===== config.mk =====
export PLATFORM = sky130hd
export DESIGN_NAME = blit_rect_engine
export DESIGN_NICKNAME = d
export VERILOG_FILES = /design/src/rtl/blit_pkg.sv /design/src/rtl/blit_walker.sv /design/src/rtl/blit_fsm.sv /design/src/rtl/blit_rect_engine.sv
export SDC_FILE = /design/constraint.sdc
export NUM_CORES = 2
export LEC_CHECK = 0
export CELL_PAD_IN_SITES_DETAIL_PLACEMENT = 0
export CELL_PAD_IN_SITES_GLOBAL_PLACEMENT = 1
export CORE_UTILIZATION = 50
export CTS_CLUSTER_DIAMETER = 80
export CTS_CLUSTER_SIZE = 16
export DETAILED_ROUTE_END_ITERATION = 7
export DONT_BUFFER_PORTS = 1
export PLACE_DENSITY_LB_ADDON = 0.1
export SKIP_CTS_REPAIR_TIMING = 1
export SYNTH_ARGS = -nofsm -noshare
export SYNTH_HDL_FRONTEND = slang
export SYNTH_SLANG_ARGS = --single-unit

===== constraint.sdc =====
create_clock -name clk_i -period 4.6 [get_ports clk_i]
set_clock_uncertainty 0.15 [all_clocks]
set_input_delay 0.92 -clock clk_i [delete_from_list [all_inputs] [get_ports clk_i]]
set_output_delay 0.92 -clock clk_i [all_outputs]
set_load 0.03 [all_outputs]

===== src/rtl/blit_pkg.sv =====
`timescale 1ns/1ps
package blit_pkg;
  localparam int HALF_W  = 16;
  localparam int PIX_W   = 8;
  localparam logic CMD_FILL = 1'b0;
  localparam logic CMD_COPY = 1'b1;
  localparam logic ROP_SET  = 1'b0;
  localparam logic ROP_XOR  = 1'b1;

  typedef enum logic [1:0] {
    ST_IDLE  = 2'd0,
    ST_READ  = 2'd1,
    ST_WRITE = 2'd2
  } blit_state_e;
endpackage


===== src/rtl/blit_walker.sv =====
`timescale 1ns/1ps
module blit_walker
  import blit_pkg::*;
#(
  parameter int AW       = 20,
  parameter int STRIDE_W = 16,
  parameter int COORD_W  = 12
) (
  input  logic                clk_i,
  input  logic                rst_ni,
  input  logic                load_i,
  input  logic                step_i,
  input  logic                x_back_i,
  input  logic                y_back_i,
  input  logic [COORD_W-1:0]  src_x_i,
  input  logic [COORD_W-1:0]  src_y_i,
  input  logic [COORD_W-1:0]  dst_x_i,
  input  logic [COORD_W-1:0]  dst_y_i,
  input  logic [HALF_W-1:0]   width_i,
  input  logic [HALF_W-1:0]   height_i,
  input  logic [STRIDE_W-1:0] stride_i,
  input  logic [AW-1:0]       src_base_i,
  input  logic [AW-1:0]       dst_base_i,
  output logic [AW-1:0]       src_addr_o,
  output logic [AW-1:0]       dst_addr_o,
  output logic                last_o
);
  localparam int PW = HALF_W + 1;
  localparam int MW = PW + STRIDE_W;

  logic [HALF_W-1:0]   width_q, col_left_q, row_left_q;
  logic [STRIDE_W-1:0] stride_q;
  logic                x_back_q, y_back_q;
  logic                row_end;

  logic [COORD_W-1:0] x_in    [2];
  logic [COORD_W-1:0] y_in    [2];
  logic [AW-1:0]      base_in [2];
  logic [AW-1:0]      addr    [2];

  assign x_in[0] = src_x_i;  assign x_in[1] = dst_x_i;
  assign y_in[0] = src_y_i;  assign y_in[1] = dst_y_i;
  assign base_in[0] = src_base_i;
  assign base_in[1] = dst_base_i;

  assign row_end = (col_left_q == HALF_W'(1));
  assign last_o  = row_end && (row_left_q == HALF_W'(1));

  always_ff @(posedge clk_i or negedge rst_ni) begin
    if (!rst_ni) begin
      width_q    <= '0;
      col_left_q <= '0;
      row_left_q <= '0;
      stride_q   <= '0;
      x_back_q   <= 1'b0;
      y_back_q   <= 1'b0;
    end else if (load_i) begin
      width_q    <= width_i;
      col_left_q <= width_i;
      row_left_q <= height_i;
      stride_q   <= stride_i;
      x_back_q   <= x_back_i;
      y_back_q   <= y_back_i;
    end else if (step_i) begin
      if (row_end) begin
        col_left_q <= width_q;
        row_left_q <= row_left_q - HALF_W'(1);
      end else begin
        col_left_q <= col_left_q - HALF_W'(1);
      end
    end
  end

  // channel 0 = source, channel 1 = destination
  for (genvar c = 0; c < 2; c++) begin : g_chan
    logic [PW-1:0] x_start, y_start, x_q, x_row_q;
    logic [MW-1:0] row_off;
    logic [AW-1:0] row_q;

    assign x_start = x_back_i ? PW'(x_in[c]) + PW'(width_i) - PW'(1) : PW'(x_in[c]);
    assign y_start = y_back_i ? PW'(y_in[c]) + PW'(height_i) - PW'(1) : PW'(y_in[c]);
    assign row_off = MW'(y_start) * MW'(stride_i);

    always_ff @(posedge clk_i or negedge rst_ni) begin
      if (!rst_ni) begin
        x_q     <= '0;
        x_row_q <= '0;
        row_q   <= '0;
      end else if (load_i) begin
        x_q     <= x_start;
        x_row_q <= x_start;
        row_q   <= base_in[c] + AW'(row_off);
      end else if (step_i) begin
        if (row_end) begin
          x_q   <= x_row_q;
          row_q <= y_back_q ? row_q - AW'(stride_q) : row_q + AW'(stride_q);
        end else begin
          x_q <= x_back_q ? x_q - PW'(1) : x_q + PW'(1);
        end
      end
    end

    assign addr[c] = row_q + AW'(x_q);
  end

  assign src_addr_o = addr[0];
  assign dst_addr_o = addr[1];
endmodule


===== src/rtl/blit_fsm.sv =====
`timescale 1ns/1ps
module blit_fsm
  import blit_pkg::*;
(
  input  logic        clk_i,
  input  logic        rst_ni,
  input  logic        launch_i,
  input  logic        zero_i,
  input  logic        need_rd_i,
  input  logic        last_i,
  output logic        load_o,
  output blit_state_e state_o
);
  blit_state_e state_q, state_d;
  logic        need_rd_q;

  assign load_o  = (state_q == ST_IDLE) && launch_i && !zero_i;
  assign state_o = state_q;

  always_comb begin
    state_d = state_q;
    unique case (state_q)
      ST_IDLE:  if (load_o) state_d = need_rd_i ? ST_READ : ST_WRITE;
      ST_READ:  state_d = ST_WRITE;
      ST_WRITE: begin
        if (last_i)         state_d = ST_IDLE;
        else if (need_rd_q) state_d = ST_READ;
        else                state_d = ST_WRITE;
      end
      default:  state_d = ST_IDLE;
    endcase
  end

  always_ff @(posedge clk_i or negedge rst_ni) begin
    if (!rst_ni) begin
      state_q   <= ST_IDLE;
      need_rd_q <= 1'b0;
    end else begin
      state_q <= state_d;
      if (load_o) need_rd_q <= need_rd_i;
    end
  end
endmodule


===== src/rtl/blit_rect_engine.sv =====
`timescale 1ns/1ps
module blit_rect_engine
  import blit_pkg::*;
#(
  parameter int AW       = 20,
  parameter int STRIDE_W = 16,
  parameter int COORD_W  = 12
) (
  input  logic                clk_i,
  input  logic                rst_ni,
  input  logic                launch_i,
  input  logic                cmd_i,
  input  logic                rop_i,
  input  logic [7:0]          color_i,
  input  logic [AW-1:0]       src_base_i,
  input  logic [AW-1:0]       dst_base_i,
  input  logic [STRIDE_W-1:0] stride_i,
  input  logic [31:0]         src_xy_i,
  input  logic [31:0]         dst_xy_i,
  input  logic [31:0]         size_i,
  output logic                busy_o,
  output logic [AW-1:0]       mem_addr_o,
  output logic                mem_re_o,
  output logic                mem_we_o,
  output logic [7:0]          mem_wdata_o,
  input  logic [7:0]          mem_rdata_i
);
  logic [HALF_W-1:0]  width, height;
  logic [COORD_W-1:0] sx, sy, dx, dy;
  logic               zero, need_rd, x_back, y_back;
  logic               load, last;
  logic [AW-1:0]      src_addr, dst_addr;
  blit_state_e        state;
  logic               cmd_q, rop_q;
  logic [7:0]         color_q;

  assign width  = size_i[HALF_W-1:0];
  assign height = size_i[2*HALF_W-1:HALF_W];
  assign sx = src_xy_i[COORD_W-1:0];
  assign sy = src_xy_i[HALF_W+COORD_W-1:HALF_W];
  assign dx = dst_xy_i[COORD_W-1:0];
  assign dy = dst_xy_i[HALF_W+COORD_W-1:HALF_W];

  assign zero    = (width == '0) || (height == '0);
  assign need_rd = (cmd_i == CMD_COPY) || (rop_i == ROP_XOR);
  // copies walk away from the overlap on each axis; fills always walk forward
  assign x_back  = (cmd_i == CMD_COPY) && (sx <= dx);
  assign y_back  = (cmd_i == CMD_COPY) && (sy <= dy);

  blit_fsm u_fsm (
    .clk_i     (clk_i),
    .rst_ni    (rst_ni),
    .launch_i  (launch_i),
    .zero_i    (zero),
    .need_rd_i (need_rd),
    .last_i    (last),
    .load_o    (load),
    .state_o   (state)
  );

  blit_walker #(
    .AW       (AW),
    .STRIDE_W (STRIDE_W),
    .COORD_W  (COORD_W)
  ) u_walker (
    .clk_i      (clk_i),
    .rst_ni     (rst_ni),
    .load_i     (load),
    .step_i     (state == ST_WRITE),
    .x_back_i   (x_back),
    .y_back_i   (y_back),
    .src_x_i    (sx),
    .src_y_i    (sy),
    .dst_x_i    (dx),
    .dst_y_i    (dy),
    .width_i    (width),
    .height_i   (height),
    .stride_i   (stride_i),
    .src_base_i (src_base_i),
    .dst_base_i (dst_base_i),
    .src_addr_o (src_addr),
    .dst_addr_o (dst_addr),
    .last_o     (last)
  );

  always_ff @(posedge clk_i or negedge rst_ni) begin
    if (!rst_ni) begin
      cmd_q   <= CMD_FILL;
      rop_q   <= ROP_SET;
      color_q <= '0;
    end else if (load) begin
      cmd_q   <= cmd_i;
      rop_q   <= rop_i;
      color_q <= color_i;
    end
  end

  assign busy_o     = (state != ST_IDLE);
  assign mem_re_o   = (state == ST_READ);
  assign mem_we_o   = (state == ST_WRITE);
  assign mem_addr_o = (mem_re_o && cmd_q == CMD_COPY) ? src_addr : dst_addr;

  always_comb begin
    if (cmd_q == CMD_COPY)     mem_wdata_o = mem_rdata_i;
    else if (rop_q == ROP_XOR) mem_wdata_o = mem_rdata_i ^ color_q;
    else                       mem_wdata_o = color_q;
  end
endmodule


==> flow_summary.json <==
{
  "final_common_cell": "inv_1",
  "cts_tree": "done",
  "placed_area_um2": 34660,
  "first_pass_iters": 5,
  "r2r_cells": 17,
  "synth_flop_cell": "dfrtp_1",
  "fin_area_um2": 37990,
  "grt_max_degree": 188,
  "die_area_um2": 63170,
  "max_stage_delay_ns": 0.54,
  "cp_data_required_time_ns": 4.79,
  "outcome": "finished with violations",
  "final_nets": 5003,
  "grt_pass1_wl_um": 151900,
  "worstHoldPathType": "primary input to asynchronous set/reset pin",
  "crit_top_cell": "fa_1",
  "rsz0062_at_grt": "true",
  "post_drt_wl_per_cell_um": 20.03,
  "coreArea_um2": 61600,
  "antenna_left": 0,
  "initial_utilization_pct": 50.46,
  "tightest_slew_ns": 1.012,
  "drive_gt1_share_pct": 19.64,
  "mostFrequentLayoutCells": "693 x inv_1, 492 x nand2_1, 342 x buf_4",
  "use_met3_pct": 2.661,
  "slowest_stage": "fa_1",
  "clock_sinks": 187,
  "grt_pass1_vias": 27370,
  "relSlewSlack_pct": 32.27,
  "cts.clk_slew.worst_paths_ns": 0.09,
  "yosys_warnings": 0,
  "ctsRootBufferMaster": "clkbuf_16",
  "die_w_um": 251.3,
  "period_minus_slack_ns": 8.025,
  "synth_area_um2": 31080,
  "gp_congestion": 0.9031,
  "cp.arrival_ns": 8.21,
  "drtIter0Drc": 1567,
  "setup.worst_path.end_class": "flop",
  "pin_count": 204,
  "io_buffers": 0,
  "ys_seq_area_share_pct": 15.06,
  "nFillCells": 5506,
  "dp.final_hpwl_um": 77540,
  "ys_ff_latch": 187,
  "h-tree-depth": 4,
  "grt_overflow": 0,
  "maxCapViolCount": 0,
  "drcViolationCount": 0,
  "die-height_um": 251.3,
  "antenna_found_initial": 3,
  "critPathLaunchType": "primary input",
  "syn_inst": 3869,
  "grtUsageTotal_pct": 30.98,
  "vias_per_cell": 5.524,
  "final.period_utilization_pct": 174.5,
  "setup_viol_count_final": 39,
  "tns_ns": -74.46,
  "vias": 27700,
  "setup_ws_ns": -3.425,
  "cp_max_fo": 3,
  "numCtsBuffers": 17,
  "clk_path_buf_depth": 2,
  "synth_edf_count": 0,
  "clock_latency_ns": 0.47,
  "fmax_ghz": 0.1246,
  "synthDistinctLibCells": 78,
  "drt_wl_total_um": 100400,
  "grt_use_met1_pct": 41.64,
  "row_count": 91,
  "ys_async_sr_fraction_pct": 100.0,
  "criticalPathCategory": "primary input to flop",
  "slew_viol_final": 0,
  "areaGrowthSynthToFinish_pct": 22.23,
  "hold_violations": 0,
  "violations": "negative setup slack",
  "synth_fp_nets": 4709,
  "avgSynthCellArea_um2": 8.034,
  "grt_use_met2_pct": 53.12,
  "busiest_layer": "met2"
}
-- path summary, 6_finish.rpt --
| kind | startpoint | to | slack [ns] |
|---|---|---|---|
| max | src_xy_i[17] | u_walker.g_chan[0].row_q[19] | -3.42 |
| min | rst_ni | u_walker.stride_q[4] | 0.03 |
| max reg2reg | u_walker.stride_q[1] | u_walker.g_chan[0].row_q[19] | 0.10 |
| min reg2reg | u_walker.g_chan[1].x_row_q[12] | u_walker.g_chan[1].x_row_q[12] | 0.33 |
| max in group asynchronous | rst_ni | color_q[7] | 3.30 |
| min in group clk_i | u_walker.g_chan[1].x_row_q[12] | u_walker.g_chan[1].x_row_q[12] | 0.33 |
-- logic make-up (layout without fill, tap and decap cells) --
group | after synthesis | in the layout | share of synthesized area [%]
compound gates | 725 | 726 | 14.65
xor+xnor | 219 | 219 | 6.529
fa+ha+maj | 667 | 667 | 34.39
buf+inv | 892 | 1196 | 10.81
flops | 187 | 187 | 15.06
mux | 22 | 23 | 0.7246
other cells | 0 | 2 | 0
simple gates | 1157 | 1157 | 17.84
-- state kept, by name (all words and copies together), names as in the netlist --
register                 flops
u_walker.g_chan.row_q       40
u_walker.g_chan.x_q         34
u_walker.g_chan.x_row_q     34
u_walker.col_left_q         16
u_walker.row_left_q         16
u_walker.stride_q           16
u_walker.width_q            16
color_q                      8
u_fsm.state_o                2
cmd_q                        1
rop_q                        1
u_fsm.need_rd_q              1
u_walker.x_back_q            1
u_walker.y_back_q            1
-- metal layers --
layer  up-vias  part of all wire, %  wire (µm)
met4         2                  3.6       3619
met5         -                0.013         13
li1      13060                    -          -
met2       761                   48      48350
met3       157                  4.7       4737
met1     13720                   44      43720
-- worst max-delay path: cells and delay by family --
kind	cells	cell delay, ns
xor+xnor	10	2.08
simple gates	5	0.57
compound gates	5	0.96
fa+ha+maj	9	3.25
buf+inv	7	0.42
-- Yosys cell counts, drive strengths merged, types with 38 or more instances --
library cell | count | area (µm²)
a21o | 57 | 427.9
a21oi | 175 | 875.8
and2 | 189 | 1182
clkbuf | 127 | 476.7
dfrtp | 187 | 4679
fa | 312 | 6246
ha | 355 | 4442
inv | 741 | 2781
nand2 | 504 | 1892
nand2b | 38 | 237.7
nand3 | 43 | 215.2
nor2 | 150 | 563.0
nor2b | 54 | 337.8
nor3 | 53 | 265.3
o211ai | 43 | 322.8
o21ai | 237 | 1186
xnor2 | 163 | 1428
xor2 | 48 | 420.4
-- area by class of cell --
cell class                      count  area, µm²  area share [%]
Multi-Input combinational cell   2792      25050           65.94
Sequential cell                   187       4682           12.32
Timing Repair Buffer              423       3757           9.890
Inverter                          742       2845           7.489
Tap cell                          837       1047           2.756
Clock buffer                       17      425.4           1.120
Clock inverter                     14      177.7          0.4676
Antenna cell                        2      5.005         0.01317
-- metrics by stage --
| step | utilization (%) | instances | setup WS [ns] | hold slack, ns |
|---|---|---|---|---|
| after detailed placement | 56.27 | 4905 | -4.154 | 0.3120 |
| after global routing | 61.67 | 5013 | -3.642 | 0.003919 |
| final | 61.68 | 5014 | -3.425 | 0.02768 |
| after global placement | 56.27 | 4905 | -4.045 | 0.3084 |
| after CTS | 57.25 | 4936 | -3.690 | -0.03812 |
| after floorplan | - | 3869 | -3.512 | 0.2899 |
Power is left out: the tool's default activity adds up to more than one toggle a clock period on the data nets, which glitch-free logic cannot reach.
